**config.mk**
```make
export PLATFORM = sky130hd
export DESIGN_NAME = e1fa_aligner
export DESIGN_NICKNAME = d
export VERILOG_FILES = /design/src/rtl/e1fa_pkg.sv /design/src/rtl/e1fa_window.sv /design/src/rtl/e1fa_poscnt.sv /design/src/rtl/e1fa_errcnt.sv /design/src/rtl/e1fa_ctrl.sv /design/src/rtl/e1fa_aligner.sv
export SDC_FILE = /design/constraint.sdc
export NUM_CORES = 1
export LEC_CHECK = 0
export ABC_AREA = 1
export BUFFER_PORTS_ARGS = -buffer_cell sky130_fd_sc_hd__buf_2
export CORE_AREA = 2 2 70 72
export DETAILED_ROUTE_END_ITERATION = 12
export DIE_AREA = 0 0 72 74
export PLACE_DENSITY_LB_ADDON = 0.3
export SLEW_MARGIN = 30
export SYNTH_ARGS = -nofsm -noshare
export SYNTH_HDL_FRONTEND = slang
export SYNTH_SLANG_ARGS = --single-unit
```
**constraint.sdc**
```tcl
create_clock -name clk -period 0.8 [get_ports clk]
set_input_delay 0.08 -clock clk [delete_from_list [all_inputs] [get_ports clk]]
set_output_delay 0.08 -clock clk [all_outputs]
set_load 0.01 [all_outputs]
```
**src/rtl/e1fa_pkg.sv**
```systemverilog
package e1fa_pkg;

  typedef enum logic [1:0] {
    ST_HUNT    = 2'd0,
    ST_VFY_SW  = 2'd1,
    ST_VFY_FAS = 2'd2,
    ST_LOCK    = 2'd3
  } fa_state_e;

  // Alignment word, first-received bit is the MSB
  localparam logic [6:0] FAS_WORD = 7'b0011011;
  localparam int         FAS_LEN  = $bits(FAS_WORD);

endpackage

```
**src/rtl/e1fa_window.sv**
```systemverilog
module e1fa_window
  import e1fa_pkg::*;
(
  input  logic clk,
  input  logic rst_n,
  input  logic bit_vld,
  input  logic bit_in,
  output logic fas_hit,
  output logic svc_hit
);

  localparam int WIN_W = FAS_LEN - 1;

  logic [WIN_W-1:0]   win_q;
  logic [WIN_W-1:0]   win_d;
  logic [FAS_LEN-1:0] win_n;

  // window including the bit currently offered
  always_comb begin
    win_n   = {win_q, bit_in};
    fas_hit = (win_n == FAS_WORD);
    svc_hit = win_n[FAS_LEN-1];
  end

  always_comb begin
    win_d = win_q;
    if (bit_vld) begin
      win_d = win_n[WIN_W-1:0];
    end
  end

  always_ff @(posedge clk or negedge rst_n) begin
    if (!rst_n) begin
      win_q <= '1;
    end else begin
      win_q <= win_d;
    end
  end

endmodule

```
**src/rtl/e1fa_poscnt.sv**
```systemverilog
module e1fa_poscnt #(
  parameter int FRAME_BITS = 256,
  parameter int TS_BITS    = 8,
  parameter int POS_W      = $clog2(FRAME_BITS)
) (
  input  logic             clk,
  input  logic             rst_n,
  input  logic             bit_vld,
  input  logic             realign,
  output logic [POS_W-1:0] pos,
  output logic             ts0_end
);

  localparam logic [POS_W-1:0] LAST     = POS_W'(FRAME_BITS - 1);
  localparam logic [POS_W-1:0] TS0_LAST = POS_W'(TS_BITS - 1);

  logic [POS_W-1:0] pos_q;
  logic [POS_W-1:0] pos_d;
  logic [POS_W-1:0] idx;

  // index the incoming bit would take
  always_comb begin
    idx     = (pos_q == LAST) ? '0 : pos_q + 1'b1;
    ts0_end = (idx == TS0_LAST);
  end

  always_comb begin
    pos_d = pos_q;
    if (bit_vld) begin
      pos_d = realign ? TS0_LAST : idx;
    end
  end

  always_ff @(posedge clk or negedge rst_n) begin
    if (!rst_n) begin
      pos_q <= LAST;
    end else begin
      pos_q <= pos_d;
    end
  end

  assign pos = pos_q;

endmodule

```
**src/rtl/e1fa_errcnt.sv**
```systemverilog
module e1fa_errcnt #(
  parameter int ERR_W = 3
) (
  input  logic clk,
  input  logic rst_n,
  input  logic clr,
  input  logic step,
  input  logic good,
  input  logic lim4,
  output logic lost
);

  localparam logic [ERR_W-1:0] PRE3 = ERR_W'(2);
  localparam logic [ERR_W-1:0] PRE4 = ERR_W'(3);
  localparam logic [ERR_W-1:0] CMAX = '1;

  logic [ERR_W-1:0] cnt_q;
  logic [ERR_W-1:0] cnt_d;

  // loss when this miss completes the configured run
  always_comb begin
    lost = step && !good && (cnt_q == (lim4 ? PRE4 : PRE3));
  end

  always_comb begin
    cnt_d = cnt_q;
    if (clr) begin
      cnt_d = '0;
    end else if (step) begin
      if (good) begin
        cnt_d = '0;
      end else if (cnt_q != CMAX) begin
        cnt_d = cnt_q + 1'b1;
      end
    end
  end

  always_ff @(posedge clk or negedge rst_n) begin
    if (!rst_n) begin
      cnt_q <= '0;
    end else begin
      cnt_q <= cnt_d;
    end
  end

endmodule

```
**src/rtl/e1fa_ctrl.sv**
```systemverilog
module e1fa_ctrl
  import e1fa_pkg::*;
(
  input  logic clk,
  input  logic rst_n,
  input  logic bit_vld,
  input  logic ts0_end,
  input  logic fas_hit,
  input  logic svc_hit,
  input  logic fas_lost,
  input  logic svc_lost,
  input  logic svc_chk_en,
  output logic realign,
  output logic lock,
  output logic fas_step,
  output logic svc_step,
  output logic found_p,
  output logic loss_p
);

  fa_state_e state_q;
  fa_state_e state_d;
  logic      phase_q;  // 1: next check falls in an alignment-word frame
  logic      phase_d;
  logic      found_q;
  logic      found_d;
  logic      loss_q;
  logic      loss_d;
  logic      chk;

  always_comb begin
    chk      = bit_vld && ts0_end;
    realign  = (state_q == ST_HUNT) && bit_vld && fas_hit;
    fas_step = (state_q == ST_LOCK) && chk && phase_q;
    svc_step = (state_q == ST_LOCK) && chk && !phase_q && svc_chk_en;
  end

  always_comb begin
    state_d = state_q;
    phase_d = phase_q;
    found_d = 1'b0;
    loss_d  = 1'b0;
    unique case (state_q)
      ST_HUNT: begin
        if (realign) begin
          state_d = ST_VFY_SW;
        end
      end
      ST_VFY_SW: begin
        if (chk) begin
          state_d = svc_hit ? ST_VFY_FAS : ST_HUNT;
        end
      end
      ST_VFY_FAS: begin
        if (chk) begin
          if (fas_hit) begin
            state_d = ST_LOCK;
            phase_d = 1'b0;
            found_d = 1'b1;
          end else begin
            state_d = ST_HUNT;
          end
        end
      end
      ST_LOCK: begin
        if (chk) begin
          phase_d = ~phase_q;
          if (fas_lost || svc_lost) begin
            state_d = ST_HUNT;
            loss_d  = 1'b1;
          end
        end
      end
      default: state_d = ST_HUNT;
    endcase
  end

  always_ff @(posedge clk or negedge rst_n) begin
    if (!rst_n) begin
      state_q <= ST_HUNT;
      phase_q <= 1'b0;
      found_q <= 1'b0;
      loss_q  <= 1'b0;
    end else begin
      state_q <= state_d;
      phase_q <= phase_d;
      found_q <= found_d;
      loss_q  <= loss_d;
    end
  end

  assign lock    = (state_q == ST_LOCK);
  assign found_p = found_q;
  assign loss_p  = loss_q;

endmodule

```
**src/rtl/e1fa_aligner.sv**
```systemverilog
module e1fa_aligner #(
  parameter int FRAME_BITS = 256,
  parameter int TS_BITS    = 8,
  parameter int ERR_W      = 3,
  parameter int POS_W      = $clog2(FRAME_BITS)
) (
  input  logic             clk,
  input  logic             rst_n,
  input  logic             bit_vld,
  input  logic             bit_in,
  input  logic             loss_cnt4,
  input  logic             svc_chk_en,
  output logic             lfa,
  output logic [POS_W-1:0] bit_pos,
  output logic             fas_found,
  output logic             lfa_irq
);

  localparam int NUM_RUN = 2;  // 0: alignment word, 1: service word

  logic [1:0] rs_q;
  logic       srst_n;

  // asynchronous assertion, synchronous release
  always_ff @(posedge clk or negedge rst_n) begin
    if (!rst_n) begin
      rs_q <= 2'b00;
    end else begin
      rs_q <= {rs_q[0], 1'b1};
    end
  end
  assign srst_n = rs_q[1];

  logic fas_hit;
  logic svc_hit;
  logic realign;
  logic ts0_end;
  logic lock;
  logic fas_step;
  logic svc_step;

  logic [NUM_RUN-1:0] run_clr;
  logic [NUM_RUN-1:0] run_step;
  logic [NUM_RUN-1:0] run_good;
  logic [NUM_RUN-1:0] run_lost;

  e1fa_window u_win (
    .clk     (clk),
    .rst_n   (srst_n),
    .bit_vld (bit_vld),
    .bit_in  (bit_in),
    .fas_hit (fas_hit),
    .svc_hit (svc_hit)
  );

  e1fa_poscnt #(
    .FRAME_BITS (FRAME_BITS),
    .TS_BITS    (TS_BITS),
    .POS_W      (POS_W)
  ) u_pos (
    .clk     (clk),
    .rst_n   (srst_n),
    .bit_vld (bit_vld),
    .realign (realign),
    .pos     (bit_pos),
    .ts0_end (ts0_end)
  );

  always_comb begin
    run_clr[0]  = ~lock;
    run_step[0] = fas_step;
    run_good[0] = fas_hit;
    run_clr[1]  = ~lock | ~svc_chk_en;
    run_step[1] = svc_step;
    run_good[1] = svc_hit;
  end

  generate
    for (genvar k = 0; k < NUM_RUN; k++) begin : g_run
      e1fa_errcnt #(
        .ERR_W (ERR_W)
      ) u_cnt (
        .clk   (clk),
        .rst_n (srst_n),
        .clr   (run_clr[k]),
        .step  (run_step[k]),
        .good  (run_good[k]),
        .lim4  (loss_cnt4),
        .lost  (run_lost[k])
      );
    end
  endgenerate

  e1fa_ctrl u_ctrl (
    .clk        (clk),
    .rst_n      (srst_n),
    .bit_vld    (bit_vld),
    .ts0_end    (ts0_end),
    .fas_hit    (fas_hit),
    .svc_hit    (svc_hit),
    .fas_lost   (run_lost[0]),
    .svc_lost   (run_lost[1]),
    .svc_chk_en (svc_chk_en),
    .realign    (realign),
    .lock       (lock),
    .fas_step   (fas_step),
    .svc_step   (svc_step),
    .found_p    (fas_found),
    .loss_p     (lfa_irq)
  );

  assign lfa = ~lock;

endmodule

```
**Word level (Yosys, flattened, before mapping)**

Index checks and enable logic that the tools add are counted.
Widths: inputs -> output; s select.

- Register bits after elaboration: 27
- Input bits: 6
- Word-level logic and storage cells: 86

- Add/sub/neg operators: 3
- Equality and inequality tests: 18
- Mux-type cells: 29
- Bitwise logic cells: 4
- Reductions and logical operators: 23

Operator list:

| kind | number |
|---|---|
| $mux 3 | 8 |
| $mux 8 | 2 |
| $mux 2 | 7 |
| $logic_and 1x1->1 | 11 |
| $mux 1 | 10 |
| $ne 2x1->1 const B | 5 |
| $add 8x1->8 const B | 1 |
| $eq 8x3->1 const B | 1 |
| $eq 8x8->1 const B | 1 |
| $pmux 2 s4 | 1 |
| $eq 7x5->1 const B | 1 |
| $add 3x1->3 const B | 2 |
| $eq 3x3->1 | 2 |
| $ne 3x3->1 const B | 2 |
| $reduce_and 5->1 | 1 |
| $eq 2x2->1 const B | 2 |
| $ne 2x2->1 const B | 2 |
| $reduce_and 2->1 | 2 |
| $reduce_and 4->1 | 1 |
| $reduce_bool 2->1 | 2 |
| $logic_not 1->1 | 3 |
| $ne 3x1->1 const B | 1 |
| $not 1->1 | 3 |
| $reduce_bool 3->1 | 1 |
| 5 further kinds | 5 |

**Logic depth before layout (Yosys ltp)**

Gate-level depths: netlist of the first run.

- Depth in word-level cells: 13
- Depth in mapped cells: 14
- Mapped depth without buffers: 14

**Hierarchy**

A second synthesis of the first run with hierarchy kept.

- Cells, all modules: 201
- Area total of the unflattened synthesis: 1574.0 um^2

Modules (own cells, without submodules):

| module | instances | cells each | area each (um^2) | sequential area each (um^2) |
|---|---|---|---|---|
| e1fa_poscnt | 1 | 73 | 533.0 | 210.2 |
| e1fa_errcnt | 2 | 26 | 207.7 | 75.1 |
| e1fa_ctrl | 1 | 42 | 300.3 | 125.1 |
| e1fa_window | 1 | 29 | 264.0 | 157.7 |
| e1fa_aligner | 1 | 5 | 61.3 | 50.0 |

**Worst setup path after synthesis of the first run**

No wires, ideal clock.

- Path kind: reg2reg
- From: reg u_pos.pos_q[1] (netlist: u_pos.pos[1])
- To: reg g_run[1].u_cnt.cnt_q[0]
- Setup time: 123 ps
- Data arrival time: 1705 ps
- Slack: -1028 ps
- Stages on the path, launching flop included: 13
- Clock period less this slack: 1828 ps
- Cell sequence: dfstp_2 ha_1 nand2_1 inv_1 nand3_1 nand2_1 nand3_2 nor2_4 nand2_2 nor2_4 o21ai_1 nand3_1 o21ai_1

- Cells in the longest elaborated chain, start to end: 9
- Elaborated cells between the ends (all ways): 10
- Classes of those cells: 1 x add/sub; 2 x eq/ne; 1 x mux; 6 x reduce/logical

RTL lines:

| element | line | RTL |
|---|---|---|
| start: declaration | e1fa_poscnt.sv:17 | `logic [POS_W-1:0] pos_q;` |
| start signal: assignment | e1fa_poscnt.sv:38 | `pos_q <= pos_d;` |
| $add 8x1->8 / $eq 8x8->1 (equally long branches) | e1fa_poscnt.sv:23 | `idx = (pos_q == LAST) ? '0 : pos_q + 1'b1;` |
| $mux 8 * | e1fa_poscnt.sv:23 |  |
| $eq 8x3->1 * | e1fa_poscnt.sv:24 | `ts0_end = (idx == TS0_LAST);` |
| $logic_and 1x1->1 * | e1fa_ctrl.sv:32 | `chk = bit_vld && ts0_end;` |
| $logic_and 1x1->1 * (3 in a row) | e1fa_ctrl.sv:35 | `svc_step = (state_q == ST_LOCK) && chk && !phase_q && svc_chk_en;` |
| $reduce_bool 2->1 (no source line) * | - |  |
| $reduce_and 2->1 (no source line) * | - |  |
| end signal: assignment | e1fa_errcnt.sv:42 | `cnt_q <= cnt_d;` |
| end: declaration | e1fa_errcnt.sv:17 | `logic [ERR_W-1:0] cnt_q;` |

Every way passes the cells marked *; elsewhere a longest branch is shown, timed or not.
A chain may end at the register's enable or synchronous reset.

**Final worst setup path of the first run**

- From: reg u_pos.pos_q[1] (netlist: u_pos.pos[1])
- To: reg g_run[1].u_cnt.cnt_q[2]

Same word-level chain as after synthesis.

==> impl_metrics.py, run 1 <==
metrics = {
    "outcome": {
        "status": "finished, violations left",
        "violations": "setup timing",
    },
    "logic_synthesis": {
        "avgSynthCellArea_um2": 8.031,
        "synthXorXnorAreaFrac_pct": 1.142,
        "ys_ff_latch": 27,
        "ys_async_sr_fraction_pct": 100.0,
        "synth_flop_cell": "dfstp_2",
        "synth.distinct_cells": 30,
        "synth-simple-area-share_pct": 31.97,
        "synth_cells": 191,
        "muxShareOfSynthArea_pct": 0,
        "yosys.area.top_type_share_pct": 23.98,
        "synthAdderAreaFrac_pct": 4.894,
        "ys_warn_count": 0,
        "ys_top_cells_by_area": "dfstp_2 (24%), dfrtp_1 (21%), nand2_1 (12%), nand3_1 (7.5%), inv_1 (6.1%)",
        "synth_top_family_by_area": "simple AND/OR/NAND/NOR gates",
        "synth_compound_area_share_pct": 9.380,
        "synth_top_cell_by_area": "dfstp_2",
        "synth_most_common_cell": "nand2_1",
        "synth-edff-count": 0,
        "synth_area_um2": 1534,
        "synth_common_cells": "nand2_1 (49), inv_1 (25), nand3_1 (23)",
        "synth_nets": 203,
        "yosysSeqAreaShare_pct": 45.19,
    },
    "setup_path": {
        "path_class": "reg -> reg",
        "end_kind": "flip-flop",
        "path_max_fanout": 4,
        "crit_required_ns": 0.97,
        "critPathLaunchType": "flip-flop",
        "crit_arrival_ns": 2.11,
    },
    "floorplan": {
        "start_util_pct": 33.36,
        "core-area_um2": 4598,
        "io-pin-count": 17,
        "die_h_um": 74,
        "rows": 25,
        "fp.dieW_um": 72,
        "die-area_um2": 5328,
    },
    "detailed_routing": {
        "wl_met3_um": 38,
        "wirelength_um": 3618,
        "wl_per_cell_um": 11.41,
        "avgViaCountPerCell": 4.587,
        "wl_met2_um": 1861,
        "m1WireLength_um": 1682,
        "ant_nets": 0,
        "drt_iter0_drc": 83,
        "via_count": 1454,
        "first_pass_iters": 4,
        "post-route-drc-count": 0,
        "highest_layer": "met4",
    },
    "clocking": {
        "cts_tree": "done",
        "htreeDepth": 1,
        "clock_path_buffers": 2,
        "cts.sinks": 27,
        "clkLatencyLatePin_ns": 0.28,
        "cts-root-buf": "clkbuf_8",
        "clk_pin_slew_worst_paths_ns": 0.10,
        "numCtsBuffers": 3,
    },
    "sta": {
        "fmax_ghz": 0.5166,
        "rsz0062_at_grt": "yes",
        "setup_viol": 35,
        "finClkSkew_ns": 0.003088,
        "final_max_slew_viol_count": 0,
        "setup_slack_ns": -1.136,
        "hold_viol": 0,
        "min_period_ns": 1.936,
        "fin_crit_sh_pct": 242.0,
    },
    "grt": {
        "grt_pass1_vias": 1429,
        "grt_pass1_wl_um": 6154,
        "gr-total-overflow": 0,
        "grt_max_degree": 26,
        "antenna_found_initial": 0,
        "grt_usage_pct": 14.67,
    },
    "min_path": {
        "hold_class": "in -> reg",
    },
    "cells_and_area": {
        "num_antenna_cells": 0,
        "fin_cells": 317,
        "drive_gt1_share_pct": 52.47,
        "syn_to_final_growth_pct": 55.30,
        "nets": 276,
        "utilization_pct": 51.81,
        "final_area_um2": 2382,
    },
    "place": {
        "place_congestion": 0.8214,
        "dp_hpwl_um": 2643,
        "pre_cts_ws_ns": -1.068,
        "place_inst": 305,
        "dpl_cell_area_um2": 2092,
        "portBuffers": 16,
    },
    "job": {
        "max_cap_viol_count": 0,
    },
    "pwr": {
        "peakVddDrop_v": 0.0008906,
        "cellPowerDensity_nw_per_um2": 2050,
        "power_leakage_uw": 0.001124,
    },
}
report_power, final:
group	internal [µW]	switching [µW]
clock	350	470
sequential	1700	254
combinational	1160	947
flip-flops by register name, indices dropped and copies added, names as in the netlist:
register           cells
u_ctrl.phase_q         1
u_ctrl.state_q         2
u_ctrl.loss_p          1
rs_q                   2
g_run.u_cnt.cnt_q      6
u_ctrl.found_p         1
u_pos.pos              8
u_win.win_q            6
per-layer routing:
layer	global-route usage, %	vias up
li1	-	769
met1	18.40	670
met2	26.75	13
met3	1.626	2
met4	4.403	0
met5	0	-
worst max-delay path: stages, from the launching register on:
cell and delay, ns:
dfstp_2 0.60, ha_4 0.16, inv_2 0.03, nand2_1 0.05, nand2_1 0.06, nor2_1 0.10
nand2_1 0.08, inv_1 0.07, nand2_2 0.06, nor2_4 0.13, nand2_2 0.10, nor2_4 0.16
o21ai_2 0.10, nand3_1 0.08, o21ai_1 0.06
cells in the final DEF, fill, tap and decap left out, drive strengths merged, types with 5 or more instances in the layout:
| cell | count |
|---|---|
| buf | 69 |
| nor2 | 14 |
| nand2 | 53 |
| inv | 26 |
| nand3 | 26 |
| ha | 6 |
| dfrtp | 13 |
| dfstp | 14 |
| nand4 | 5 |
| o21ai | 15 |
kinds of logic (layout without fill, tap and decap cells):
kind of cell | count (synthesis) | in the layout
buffers and inverters | 29 | 101
XOR/XNOR | 2 | 2
flip-flops | 27 | 27
AND/OR/NAND/NOR | 101 | 101
AO/OA/AOI/OAI | 25 | 25
other | 1 | 1
adder cells (fa/ha/maj) | 6 | 6
metrics by stage:
step | hold slack, ns | TNS (ns) | total power [µW]
after CTS | 0.007327 | -19.49 | 4829
after global routing | 0.02248 | -22.62 | 5191
after detailed placement | -0.1331 | -16.94 | 3631
final | 0.02511 | -19.75 | 4883
after floorplan | -0.2156 | -13.51 | 2774
after global placement | -0.1348 | -16.37 | 3604
final timing paths:
| kind | from | end | slack (ns) | depth (start not counted) |
|---|---|---|---|---|
| worst max register to register | u_pos.pos[1] | g_run[1].u_cnt.cnt_q[2] | -1.14 | 14 |
| worst min register to register | rs_q[1] | g_run[0].u_cnt.cnt_q[2] | 0.22 | 1 |
| worst min-delay path | bit_in | u_win.win_q[0] | 0.03 | 3 |
| max in group asynchronous | rs_q[1] | u_pos.pos[7] | 0.36 | 1 |
| min in group asynchronous | rst_n | rs_q[1] | 0.10 | 2 |
| worst max-delay path | u_pos.pos[1] | g_run[1].u_cnt.cnt_q[2] | -1.14 | 14 |
area by class of cell:
cell class                      count  area [µm²]
Fill cell                         427        2216
Inverter                           27       107.6
Clock inverter                      1       5.005
Clock buffer                        3       41.29
Timing Repair Buffer               70       581.8
Tap cell                           54       67.56
Sequential cell                    27       693.2
Multi-Input combinational cell    135       885.9
repair_timing:
action                                 in CTS  in global routing
endpoints found under the hold margin       2                  0
pin swaps                                   7                 10
hold buffers                                1                  0
setup endpoints to repair                  36                 36
setup buffers                               7                  4
cloned                                      0                  0
gates resized for setup                    32                 21
(Power assumes the default switching activity.)
==> inputs of run 2 (changes only) <==
--- a/config.mk
+++ b/config.mk
@@ -11,6 +11,7 @@
 export DETAILED_ROUTE_END_ITERATION = 12
 export DIE_AREA = 0 0 72 74
 export PLACE_DENSITY_LB_ADDON = 0.3
+export REMOVE_ABC_BUFFERS = 1
 export SLEW_MARGIN = 30
 export SYNTH_ARGS = -nofsm -noshare
 export SYNTH_HDL_FRONTEND = slang
==> run 2 against run 1 <==
  * Fmax grew 1.5%
  * Via count grew 8.7%
  * Wire length grew 9.8%
  * The run still ends with setup timing left
==> impl_metrics.py, run 2 (same netlist as run 1, synthesis figures left out) <==
metrics = {
    "outcome": {
        "status": "finished, violations left",
        "violations": "setup timing",
    },
    "setup_path": {
        "crit_required_ns": 0.98,
        "critPathTopFamily": "simple AND/OR/NAND/NOR gates",
        "path_max_fanout": 4,
        "crit_chain": "buf_6, buf_6, nand4_1, nand2_1, nand2_2, inv_2, nand2_2, nor2_4, nand2_2, nor2_4, o21ai_2, nand3_1, o21ai_2",
        "worst-path-stages": 13,
        "critPathBufInv": 3,
        "r2r_setup_slack_ns": -1.11,
        "critPathLaunchType": "flip-flop",
        "endpoint": "g_run[1].u_cnt.cnt_q[0]",
        "r2r_end": "g_run[1].u_cnt.cnt_q[0]",
        "end_kind": "flip-flop",
        "crit_arrival_ns": 2.09,
        "cp_slowest_cell": "dfstp_2",
        "cp_common_cell": "nand2_2",
        "reg2regPathDepth": 13,
        "max_stage_delay_ns": 0.59,
        "path_class": "reg -> reg",
        "r2r-start": "u_pos.pos[0]",
        "worstSetupStartpoint": "u_pos.pos[0]",
    },
    "floorplan": {
        "start_util_pct": 33.36,
        "fp.dieW_um": 72,
        "io-pin-count": 17,
        "die-area_um2": 5328,
        "core-area_um2": 4598,
        "rows": 25,
        "die_h_um": 74,
    },
    "pwr": {
        "peakVddDrop_v": 0.0008027,
        "power_leakage_uw": 0.001214,
        "cellPowerDensity_nw_per_um2": 2069,
        "combPwrFrac_pct": 47.4,
        "p_sw_share_pct": 34.57,
        "power_switching_uw": 1834,
        "clkPwrFrac_pct": 15.8,
        "pwr-share-seq_pct": 36.9,
        "intPower_uw": 3470,
    },
    "sta": {
        "fin_crit_sh_pct": 238.4,
        "finClkSkew_ns": 0.008319,
        "final.setup.tns_ns": -20.29,
        "rsz0062_at_grt": "yes",
        "setup_viol": 34,
        "hold_viol": 0,
        "min_period_ns": 1.907,
        "final_max_slew_viol_count": 0,
        "setup_slack_ns": -1.107,
        "fmax_ghz": 0.5243,
    },
    "detailed_routing": {
        "avgViaCountPerCell": 4.773,
        "ant_nets": 0,
        "wirelength_um": 3974,
        "via_count": 1580,
        "first_pass_iters": 4,
        "post-route-drc-count": 0,
        "drt_iter0_drc": 84,
        "wl_per_cell_um": 12.01,
    },
    "place": {
        "place_inst": 309,
        "place_congestion": 0.8248,
        "dp_hpwl_um": 2609,
        "portBuffers": 16,
    },
    "clocking": {
        "numCtsBuffers": 3,
        "clkLatencyLatePin_ns": 0.28,
        "cts.sinks": 27,
        "cts_tree": "done",
        "htreeDepth": 1,
        "clk_pin_slew_worst_paths_ns": 0.10,
        "cts-root-buf": "clkbuf_8",
        "clock_path_buffers": 2,
    },
    "cells_and_area": {
        "num_antenna_cells": 0,
        "layout_commonest_cell": "buf_4",
        "layout_common_cells": "buf_4 (49), nand2_1 (35), buf_6 (25), nand3_1 (19), inv_1 (15)",
        "syn_to_final_growth_pct": 67.13,
        "largest_reg_flops": 8,
        "drive_gt1_share_pct": 57.76,
        "nets": 290,
        "fin_cells": 331,
    },
    "grt": {
        "grt_usage_pct": 15.94,
        "grt_max_degree": 26,
        "grt_pass1_wl_um": 6686,
        "grt_pass1_vias": 1546,
        "gr-total-overflow": 0,
        "antenna_found_initial": 0,
    },
    "job": {
        "max_cap_viol_count": 0,
    },
    "min_path": {
        "hold_class": "in -> async",
    },
}
## run 2: through the flow
stage | power [µW] | hold WS [ns] | instance area (µm²) | worst slack (ns) | utilization, %
2_1_floorplan | 2697 | -0.2156 | 1525 | -1.028 | -
3_3_place_gp | 3592 | -0.1342 | 2061 | -1.116 | 44.82
3_5_place_dp | 3613 | -0.1337 | 2061 | -1.144 | 44.82
4_1_cts | 5121 | 0.06713 | 2452 | -1.090 | 53.33
5_1_grt | 5634 | 0.08473 | 2564 | -1.290 | 55.76
6_report | 5304 | 0.08296 | 2564 | -1.107 | 55.76
## run 2: power by group through the flow
stage	combinational (µW)	clock (µW)	sequential, µW
6_report	2510	837	1960
5_1_grt	2720	922	1990
4_1_cts	2280	889	1950
3_5_place_dp	1690	0	1920
3_3_place_gp	1680	0	1910
2_1_floorplan	663	0	2030
## run 2: layout make-up
type	count	area, µm²
Clock inverter	1	8.758
Inverter	27	105.1
Clock buffer	3	41.29
Tap cell	54	67.56
Sequential cell	27	693.2
Timing Repair Buffer	84	724.4
Fill cell	424	2034
Multi-Input combinational cell	135	923.4
## run 2: layer usage
layer	up-vias	track usage, %	wire (µm)
li1	802	-	-
met1	753	19.31	1662
met2	19	28.60	2178
met3	6	2.981	93
met4	0	5.451	41
met5	-	0	0
## run 2: worst min-delay path by stage
stage,endpoint,slack [ns],cells after the start,from
after floorplan,rs_q[0],-0.22,0,rst_n
after global placement,rs_q[0],-0.13,1,rst_n
after detailed placement,rs_q[0],-0.13,1,rst_n
after CTS,rs_q[0],0.07,2,rst_n
after global routing,rs_q[0],0.08,2,rst_n
final,rs_q[1],0.08,2,rst_n
## run 2: what timing repair did
action,CTS,global route
gates resized for setup,69,21
setup buffers,13,7
setup endpoints to repair,36,36
hold endpoints to repair,3,0
hold buffers,2,0
pin swaps,22,16
## run 2: worst register-to-register path: stages, from the launching register on
cell and delay (ns):
dfstp_2 0.59, buf_6 0.11, buf_6 0.09, nand4_1 0.11
nand2_1 0.12, nand2_2 0.07, inv_2 0.05, nand2_2 0.05
nor2_4 0.15, nand2_2 0.09, nor2_4 0.15, o21ai_2 0.10
nand3_1 0.09, o21ai_2 0.06
==> inputs of run 3 (changes only) <==
--- a/config.mk
+++ b/config.mk
@@ -6,13 +6,13 @@
 export NUM_CORES = 1
 export LEC_CHECK = 0
 export ABC_AREA = 1
+export ABC_CLOCK_PERIOD_IN_PS = 800
 export BUFFER_PORTS_ARGS = -buffer_cell sky130_fd_sc_hd__buf_2
-export CORE_AREA = 2 2 70 72
+export CORE_AREA = 2 2 65 67
 export DETAILED_ROUTE_END_ITERATION = 12
-export DIE_AREA = 0 0 72 74
+export DIE_AREA = 0 0 67 69
 export PLACE_DENSITY_LB_ADDON = 0.3
 export REMOVE_ABC_BUFFERS = 1
-export SLEW_MARGIN = 30
 export SYNTH_ARGS = -nofsm -noshare
 export SYNTH_HDL_FRONTEND = slang
 export SYNTH_SLANG_ARGS = --single-unit
==> run 3 against run 2 <==
  * Clock power is 4.9% lower
  * The run still ends with setup timing left
  * Total power is 4.3% higher
  * Highest routed layer unchanged
  * Fmax is 4.4% lower
  * Largest power group unchanged
==> impl_metrics.py, run 3 (same netlist as run 1, synthesis figures left out) <==
metrics = {
    "outcome": {
        "status": "finished, violations left",
        "violations": "setup timing",
    },
    "cells_and_area": {
        "drive_gt1_share_pct": 57.20,
        "layout_commonest_cell": "buf_4",
        "syn_to_final_growth_pct": 65.58,
        "nets": 284,
        "fin_cells": 321,
        "n_fill_cell": 330,
        "largest_reg_flops": 8,
        "layout_common_cells": "buf_4 (43), nand2_1 (35), buf_6 (25), inv_1 (19), nand2_2 (16)",
        "num_antenna_cells": 0,
    },
    "sta": {
        "setup_slack_ns": -1.195,
        "setup_viol": 35,
        "fmax_ghz": 0.5013,
        "hold_viol": 0,
        "finClkSkew_ns": 0.002177,
        "holdWs_ns": 0.03267,
        "rsz0062_at_grt": "yes",
        "final_max_slew_viol_count": 0,
        "min_period_ns": 1.995,
        "fin_crit_sh_pct": 249.4,
    },
    "clocking": {
        "htreeDepth": 1,
        "clkLatencyLatePin_ns": 0.27,
        "cts.sinks": 27,
        "cts_tree": "done",
        "numCtsBuffers": 3,
        "clk_pin_slew_worst_paths_ns": 0.09,
        "clock_path_buffers": 2,
        "cts-root-buf": "clkbuf_8",
    },
    "setup_path": {
        "critPathLaunchType": "flip-flop",
        "crit_arrival_ns": 2.17,
        "reg2regPathDepth": 14,
        "critPathTopFamily": "simple AND/OR/NAND/NOR gates",
        "crit_chain": "ha_4, inv_2, nand2_2, nand2_2, nor2_1, nand2_1, inv_1, nand2_2, nor2_4, nand2_2, nor2_4, o21ai_4, nand3_1, o21ai_1",
        "cp_slowest_cell": "dfstp_2",
        "worst-path-stages": 14,
        "max_stage_delay_ns": 0.59,
        "end_kind": "flip-flop",
        "crit_required_ns": 0.97,
        "critPathBufInv": 2,
        "path_class": "reg -> reg",
        "cp_common_cell": "nand2_2",
        "path_max_fanout": 4,
    },
    "place": {
        "place_congestion": 0.8029,
        "pre_cts_ws_ns": -1.137,
        "portBuffers": 16,
        "place_inst": 299,
        "dp_hpwl_um": 2554,
    },
    "floorplan": {
        "die-area_um2": 4623,
        "rows": 23,
        "core-area_um2": 3914,
        "die_h_um": 69,
        "fp.dieW_um": 67,
        "io-pin-count": 17,
        "start_util_pct": 39.19,
    },
    "detailed_routing": {
        "drt_iter0_drc": 123,
        "ant_nets": 0,
        "wirelength_um": 4346,
        "via_count": 1606,
        "post-route-drc-count": 0,
        "avgViaCountPerCell": 5.003,
        "first_pass_iters": 4,
        "wl_per_cell_um": 13.54,
    },
    "grt": {
        "grt_pass1_wl_um": 6803,
        "antenna_found_initial": 0,
        "grt_max_degree": 26,
        "gr-total-overflow": 0,
        "grt_pass1_vias": 1589,
        "grt_usage_pct": 18.89,
    },
    "min_path": {
        "hold_class": "in -> reg",
        "min_path_cells": 3,
    },
    "pwr": {
        "intPower_uw": 3618,
        "combPwrFrac_pct": 50.4,
        "finalPower_uw": 5531,
        "pwr-share-seq_pct": 35.2,
        "power_leakage_uw": 0.001174,
        "cellPowerDensity_nw_per_um2": 2178,
        "power_switching_uw": 1913,
        "p_sw_share_pct": 34.59,
        "peakVddDrop_v": 0.001073,
        "clkPwrFrac_pct": 14.4,
    },
    "job": {
        "max_cap_viol_count": 0,
    },
}
run 3: changes by cell type in the layout (fill, tap and decap cells not counted), sizes merged:
cell,delta
inv,-1
buf,-5
dlygate4sd3,-1
clkbuf,+1
run 3: cell type report:
| type | instances | area (µm²) | area share, % |
|---|---|---|---|
| clock buffers | 4 | 45.04 | 1.773 |
| well taps | 50 | 62.56 | 2.463 |
| multi-input cells | 135 | 957.2 | 37.68 |
| inverters | 27 | 107.6 | 4.236 |
| repair buffers | 78 | 674.4 | 26.55 |
| flip-flops and latches | 27 | 693.2 | 27.29 |
run 3: routing by layer:
metal	GRT usage, %	up-vias	part of all wire [%]
met3	2.121	17	3.1
met4	6.803	0	3.0
met1	24.95	762	42
li1	-	788	-
met2	31.35	39	51
met5	0	-	0
run 3: path summary, 6_finish.rpt:
check,from,slack [ns],endpoint
min reg2reg,rs_q[1],0.22,g_run[0].u_cnt.cnt_q[2]
min in group asynchronous,rst_n,0.11,rs_q[0]
max,u_pos.pos[1],-1.19,g_run[1].u_cnt.cnt_q[2]
max reg2reg,u_pos.pos[1],-1.19,g_run[1].u_cnt.cnt_q[2]
max in group asynchronous,rs_q[1],0.36,u_pos.pos[1]
min,bit_in,0.03,u_win.win_q[0]
run 3: worst min-delay path: cells and delay by family:
family                 cells  cell delay, ns
AOI/OAI and AO/OA          1            0.05
buffers and inverters      1            0.11
and+or+nand+nor            1            0.07
run 3: metrics by stage:
stage | instance area, µm² | util, % | TNS, ns
floorplan | 1525 | - | -14.77
global placement | 2011 | 51.37 | -18.65
detailed placement | 2011 | 51.37 | -19.00
CTS | 2400 | 61.32 | -19.83
global route | 2540 | 64.90 | -23.61
finish | 2540 | 64.90 | -21.21
run 3: what timing repair did:
item | in CTS | in global routing
setup endpoints to repair | 36 | 36
endpoints found under the hold margin | 2 | 0
resized for setup | 61 | 30
buffers inserted | 15 | 5
pin swaps | 16 | 12
hold buffers | 1 | 0
run 3: power by group through the flow:
stage	Sequential (µW)	Combinational, µW	Clock [µW]
after global routing	1980	3010	873
after CTS	1930	2510	797
after floorplan	2030	663	0
final	1950	2790	796
after detailed placement	1930	1600	0
after global placement	1920	1580	0
